$ cat src/rtl/burst_lat_pkg.sv
package burst_lat_pkg;

    typedef enum logic [2:0] {
        ST_IDLE  = 3'd0,
        ST_ARB   = 3'd1,
        ST_ADDR  = 3'd2,
        ST_BURST = 3'd3,
        ST_FINAL = 3'd4,
        ST_DONE  = 3'd5
    } bstate_t;

endpackage

$ cat src/rtl/lat_down_timer.sv
module lat_down_timer #(
    parameter int LT_W = 8
) (
    input  logic            clk,
    input  logic            rst,
    input  logic            load,
    input  logic            en,
    input  logic [LT_W-1:0] load_val,
    output logic            zero
);
    logic [LT_W-1:0] cnt_q;

    always_ff @(posedge clk) begin
        if (rst)
            cnt_q <= '0;
        else if (load)
            cnt_q <= load_val;
        else if (en && (cnt_q != '0))
            cnt_q <= cnt_q - 1'b1;
    end

    assign zero = (cnt_q == '0);
endmodule

$ cat src/rtl/phase_counter.sv
module phase_counter #(
    parameter int CNT_W = 16
) (
    input  logic             clk,
    input  logic             rst,
    input  logic             cap,
    input  logic             inc,
    input  logic [CNT_W-1:0] n_in,
    output logic [CNT_W-1:0] count,
    output logic             one_phase,
    output logic             penult
);
    localparam int EXT_W = CNT_W + 1;

    logic [CNT_W-1:0] n_q;
    logic [CNT_W-1:0] cnt_q;
    logic [EXT_W-1:0] n_eff;
    logic [EXT_W-1:0] cnt_plus2;

    always_ff @(posedge clk) begin
        if (rst) begin
            n_q   <= '0;
            cnt_q <= '0;
        end else if (cap) begin
            n_q   <= n_in;
            cnt_q <= '0;
        end else if (inc) begin
            cnt_q <= cnt_q + 1'b1;
        end
    end

    always_comb begin
        n_eff     = (n_q == '0) ? EXT_W'(1) : {1'b0, n_q};
        cnt_plus2 = {1'b0, cnt_q} + EXT_W'(2);
    end

    assign count     = cnt_q;
    assign one_phase = (n_eff == EXT_W'(1));
    assign penult    = (cnt_plus2 == n_eff);
endmodule

$ cat src/rtl/burst_fsm.sv
module burst_fsm
    import burst_lat_pkg::*;
(
    input  logic clk,
    input  logic rst,
    input  logic start,
    input  logic gnt_n,
    input  logic trdy_n,
    input  logic tzero,
    input  logic one_phase,
    input  logic penult,
    output logic req_n,
    output logic frame_n,
    output logic done,
    output logic expired,
    output logic cap,
    output logic tload,
    output logic ten,
    output logic inc
);
    bstate_t state, nxt;
    logic    cut;
    logic    expired_q;

    // state register
    always_ff @(posedge clk) begin
        if (rst)
            state <= ST_IDLE;
        else
            state <= nxt;
    end

    // cut-short flag, cleared by an accepted start
    always_ff @(posedge clk) begin
        if (rst)
            expired_q <= 1'b0;
        else if (cap)
            expired_q <= 1'b0;
        else if (cut)
            expired_q <= 1'b1;
    end

    // next state
    always_comb begin
        nxt = state;
        cut = 1'b0;
        unique case (state)
            ST_IDLE:  if (start) nxt = ST_ARB;
            ST_ARB:   if (!gnt_n) nxt = ST_ADDR;
            ST_ADDR: begin
                if (one_phase) begin
                    nxt = ST_FINAL;
                end else if (tzero && gnt_n) begin
                    nxt = ST_FINAL;
                    cut = 1'b1;
                end else begin
                    nxt = ST_BURST;
                end
            end
            ST_BURST: begin
                if (!trdy_n) begin
                    if (penult) begin
                        nxt = ST_FINAL;
                    end else if (tzero && gnt_n) begin
                        nxt = ST_FINAL;
                        cut = 1'b1;
                    end
                end
            end
            ST_FINAL: if (!trdy_n) nxt = ST_DONE;
            ST_DONE:  nxt = ST_IDLE;
        endcase
    end

    // outputs
    always_comb begin
        req_n   = 1'b1;
        frame_n = 1'b1;
        done    = 1'b0;
        ten     = 1'b0;
        inc     = 1'b0;
        cap     = (state == ST_IDLE) && start;
        tload   = (state == ST_ARB) && !gnt_n;
        unique case (state)
            ST_IDLE:  ;
            ST_ARB:   req_n = 1'b0;
            ST_ADDR: begin
                req_n   = 1'b0;
                frame_n = 1'b0;
                ten     = 1'b1;
            end
            ST_BURST: begin
                req_n   = 1'b0;
                frame_n = 1'b0;
                ten     = 1'b1;
                inc     = !trdy_n;
            end
            ST_FINAL: begin
                ten = 1'b1;
                inc = !trdy_n;
            end
            ST_DONE:  done = 1'b1;
        endcase
    end

    assign expired = expired_q;
endmodule

$ cat src/rtl/burst_lat_ctrl.sv
module burst_lat_ctrl #(
    parameter int LT_W  = 8,
    parameter int CNT_W = 16
) (
    input  logic             clk,
    input  logic             rst,
    input  logic             start,
    input  logic [CNT_W-1:0] n_dwords,
    input  logic [LT_W-1:0]  lat_timer,
    input  logic             gnt_n,
    input  logic             trdy_n,
    output logic             req_n,
    output logic             frame_n,
    output logic [CNT_W-1:0] xfer_cnt,
    output logic             done,
    output logic             expired
);
    logic tzero, one_phase, penult;
    logic cap, tload, ten, inc;

    lat_down_timer #(.LT_W(LT_W)) u_tmr (
        .clk      (clk),
        .rst      (rst),
        .load     (tload),
        .en       (ten),
        .load_val (lat_timer),
        .zero     (tzero)
    );

    phase_counter #(.CNT_W(CNT_W)) u_cnt (
        .clk       (clk),
        .rst       (rst),
        .cap       (cap),
        .inc       (inc),
        .n_in      (n_dwords),
        .count     (xfer_cnt),
        .one_phase (one_phase),
        .penult    (penult)
    );

    burst_fsm u_fsm (
        .clk       (clk),
        .rst       (rst),
        .start     (start),
        .gnt_n     (gnt_n),
        .trdy_n    (trdy_n),
        .tzero     (tzero),
        .one_phase (one_phase),
        .penult    (penult),
        .req_n     (req_n),
        .frame_n   (frame_n),
        .done      (done),
        .expired   (expired),
        .cap       (cap),
        .tload     (tload),
        .ten       (ten),
        .inc       (inc)
    );
endmodule

$ cat config.mk
export PLATFORM = sky130hd
export DESIGN_NAME = burst_lat_ctrl
export DESIGN_NICKNAME = d
export VERILOG_FILES = /design/src/rtl/burst_lat_pkg.sv /design/src/rtl/lat_down_timer.sv /design/src/rtl/phase_counter.sv /design/src/rtl/burst_fsm.sv /design/src/rtl/burst_lat_ctrl.sv
export SDC_FILE = /design/constraint.sdc
export NUM_CORES = 1
export LEC_CHECK = 0
export ABC_AREA = 1
export ABC_CLOCK_PERIOD_IN_PS = 3700
export BUFFER_PORTS_ARGS = -buffer_cell sky130_fd_sc_hd__buf_2
export CORE_MARGIN = 1
export CORE_UTILIZATION = 55
export CTS_BUF_LIST = sky130_fd_sc_hd__clkbuf_8
export DETAILED_ROUTE_END_ITERATION = 16
export GPL_ROUTABILITY_DRIVEN = 0
export PLACE_DENSITY_LB_ADDON = 0.25
export SYNTH_ARGS = -nofsm -noshare
export SYNTH_HDL_FRONTEND = slang
export SYNTH_HIERARCHICAL = 1
export SYNTH_SLANG_ARGS = --single-unit
$ cat constraint.sdc
create_clock -name clk -period 3.7 [get_ports clk]
set_input_delay 0.185 -clock clk [delete_from_list [all_inputs] [get_ports clk]]
set_output_delay 0.185 -clock clk [all_outputs]
set_load 0.05 [all_outputs]
==> out/results.ini <==
[run_status]
outcome = finished, final reports clean

[global_routing]
grt_max_degree = 30
grt_pass1_vias = 2720
antenna_found_initial = 0
grt_pass1_wl_mm = 12.1
grtUsageTotal_pct = 27.8
grt-ovfl-total = 0

[cts]
clockBufferDepth = 2
clk_pin_slew_worst_paths_ns = 0.09
cts_tree = built
clkSinkCount = 44
cts_made_buffers = 5
clkLatencyLatePin_ns = 0.30
cts_resized = 0
cts.root.buffer_cell = clkbuf_8
cts_hold_buf = 0
post_cts_buffers = 0
h-tree-depth = 2

[die]
die_y_um = 75.5
ios = 49
placementRows = 26
dieArea_um2 = 5700
initial_core_util_pct = 57.8
die_w_um = 75.5
core_um2 = 5140

[routing]
routedWlPerCell_um = 12.3
firstDrtPassIters = 5
drc = 0
drt-total-wl_mm = 7.49
antenna_left = 0
vias = 3229
initialDrtViolationCount = 275
avgViaCountPerCell = 5.32

[timing]
drv_slew = 0
setup_viol = 0
final_hold_viol_count = 0
fin_crit_sh_pct = 65.0
fin_setup_tns_ns = 0
worst_pin_slew_ns = 1.03
layout_min_cycle_time_ns = 2.41
skew_ns = 0.00546
slew_headroom_pct = 31.4
rsz0062_at_grt = no
fmax_mhz = 416

[yosys]
ys_seq_elements = 44
yosys_warnings = 6
yosysTopAreaCellShare_pct = 29.7
syn_inst = 488
ys_seq_area_share_pct = 29.7
syn_area_um2 = 2970
ys_top_cells_by_area = dfxtp_1 30%, nand2_1 17%, nor2_1 9.2%
syn_avg_cell_area_um2 = 6.08
ys_types = 34
synth_top_area_cell = dfxtp_1
synthesis.nets = 521

[finish]
layout-drive-gt1-share_pct = 16.8
area_delta_synth_final_pct = 13.7
diodes = 0
layout_common_cells = 131 x nand2_1, 73 x nor2_1, 66 x inv_1
layout_commonest_cell = nand2_1
nNetsFinal = 569

[setup_path]
worstPathRequired_ns = 3.90
cp_cell_sequence = ha_1 -> nand2_2 -> nor2_4 -> nand2_2 -> o21ai_2 -> nand2_1 -> nand2_1 -> nand2_1 -> nor2_1 -> nand2_1 -> nor3_2 -> inv_1 -> nand2_1 -> or2_1 -> nand3_2 -> nor2_1 -> nor2_2
critPathKind = reg -> reg
cp_top_family = simple AND/OR/NAND/NOR gates
start_kind = register
cp_data_arrival_time_ns = 2.61
cpPeakStageDelay_ns = 0.47
critPathMaxFanout = 7
slowest_stage = dfxtp_1
end_kind = register
cp_common_cell = nand2_1
worst-path-buf-inv = 1

[job]
cap_violations = 0

[power_and_ir_drop]
power_mw = 2.07
p_per_area_nw_per_um2 = 614
peakVddDrop_v = 0.000351
p_leak_nw = 1.67

[worst_hold_path]
hold_path.class = in -> reg

[place]
io_buffers = 48
dp_hpwl_mm = 5.71

-- cell type report --
class,instances,area (µm²)
Clock inverter,3,38.8
Multi-Input combinational cell,362,1770
Tap cell,70,87.6
Sequential cell,44,881
Fill cell,492,1770
Inverter,74,279
Clock buffer,5,68.8
Timing Repair Buffer,49,248
-- synth_stat cells --
cell and number:
nand2_1 131, inv_1 65, a21oi_1 21, or2_2 1, o21ai_0 16, o211ai_1 2
nor3_1 5, xnor2_1 3, inv_2 7, ha_1 4, clkbuf_1 7, xor2_1 1
a211oi_1 13, buf_6 1, a221oi_1 1, or2_1 1, nor3_2 1, nor2_4 3
nand2_4 2, o21bai_1 1, nor4_1 2, dfxtp_1 44, o21ai_1 3, nand3b_2 1
nand3_2 4, clkinv_2 1, nand2_2 6, o21ai_2 1, nor2_2 5, nor2_8 2
nand4_1 9, clkinv_1 1, nor2_1 73, nand3_1 50
-- stage by stage --
step / cells / hold WS [ns] / area, µm² / utilization (%) / setup WS [ns]
6_report: 607 / 0.131 / 3370 / 65.7 / 1.29
5_1_grt: 607 / 0.135 / 3370 / 65.7 / 1.07
4_1_cts: 607 / 0.125 / 3370 / 65.7 / 1.31
3_5_place_dp: 599 / 0.448 / 3270 / 63.6 / 1.34
3_3_place_gp: 599 / 0.440 / 3270 / 63.6 / 1.44
2_1_floorplan: 488 / 0.254 / 2970 / - / 1.22
-- registers in the layout (all words and copies together) (netlist names) --
signal,count
u_cnt/n_q,16
u_fsm/state,3
u_fsm/expired,1
u_tmr/cnt_q,8
u_cnt/count,16
-- layer usage --
metal / GRT usage, % / part of all wire [%]
met1: 39.4 / 48
met3: 5.82 / 8.1
met2: 41.8 / 42
met5: 0 / 0
met4: 9.67 / 1.9
-- kinds of logic after synthesis --
logic type	Yosys count	share of synthesized area, %
AND/OR/NAND/NOR	296	45.4
buffers and inverters	82	10.7
AO/OA/AOI/OAI	58	11.4
flip-flops	44	29.7
XOR/XNOR	4	1.18
adder cells (fa/ha/maj)	4	1.69
-- power breakdown --
| group | switching [mW] | internal, mW | leakage [nW] |
|---|---|---|---|
| Clock | 0.172 | 0.198 | 0.0593 |
| Combinational | 0.666 | 0.352 | 1.25 |
| Sequential | 0.108 | 0.577 | 0.359 |
-- path summary, 6_finish.rpt --
path | slack [ns] | from | to | depth (start not counted)
max | 1.29 | u_cnt/count[1]$_SDFFE_PP0P_ | u_fsm/state[0]$_SDFFE_PP0P_ | 17
max reg2reg | 1.29 | u_cnt/count[1]$_SDFFE_PP0P_ | u_fsm/state[0]$_SDFFE_PP0P_ | 17
min reg2reg | 0.50 | u_cnt/n_q[2]$_SDFFE_PP0P_ | u_cnt/n_q[2]$_SDFFE_PP0P_ | 2
min | 0.13 | n_dwords[2] | u_cnt/n_q[2]$_SDFFE_PP0P_ | 3
-- tightest hold or removal path, delay by kind of cell --
kind            cells  cell delay [ns]
buf+inv             1             0.09
simple gates        1             0.06
compound gates      1             0.06
No activity file was read; power rests on OpenSTA's default activity.
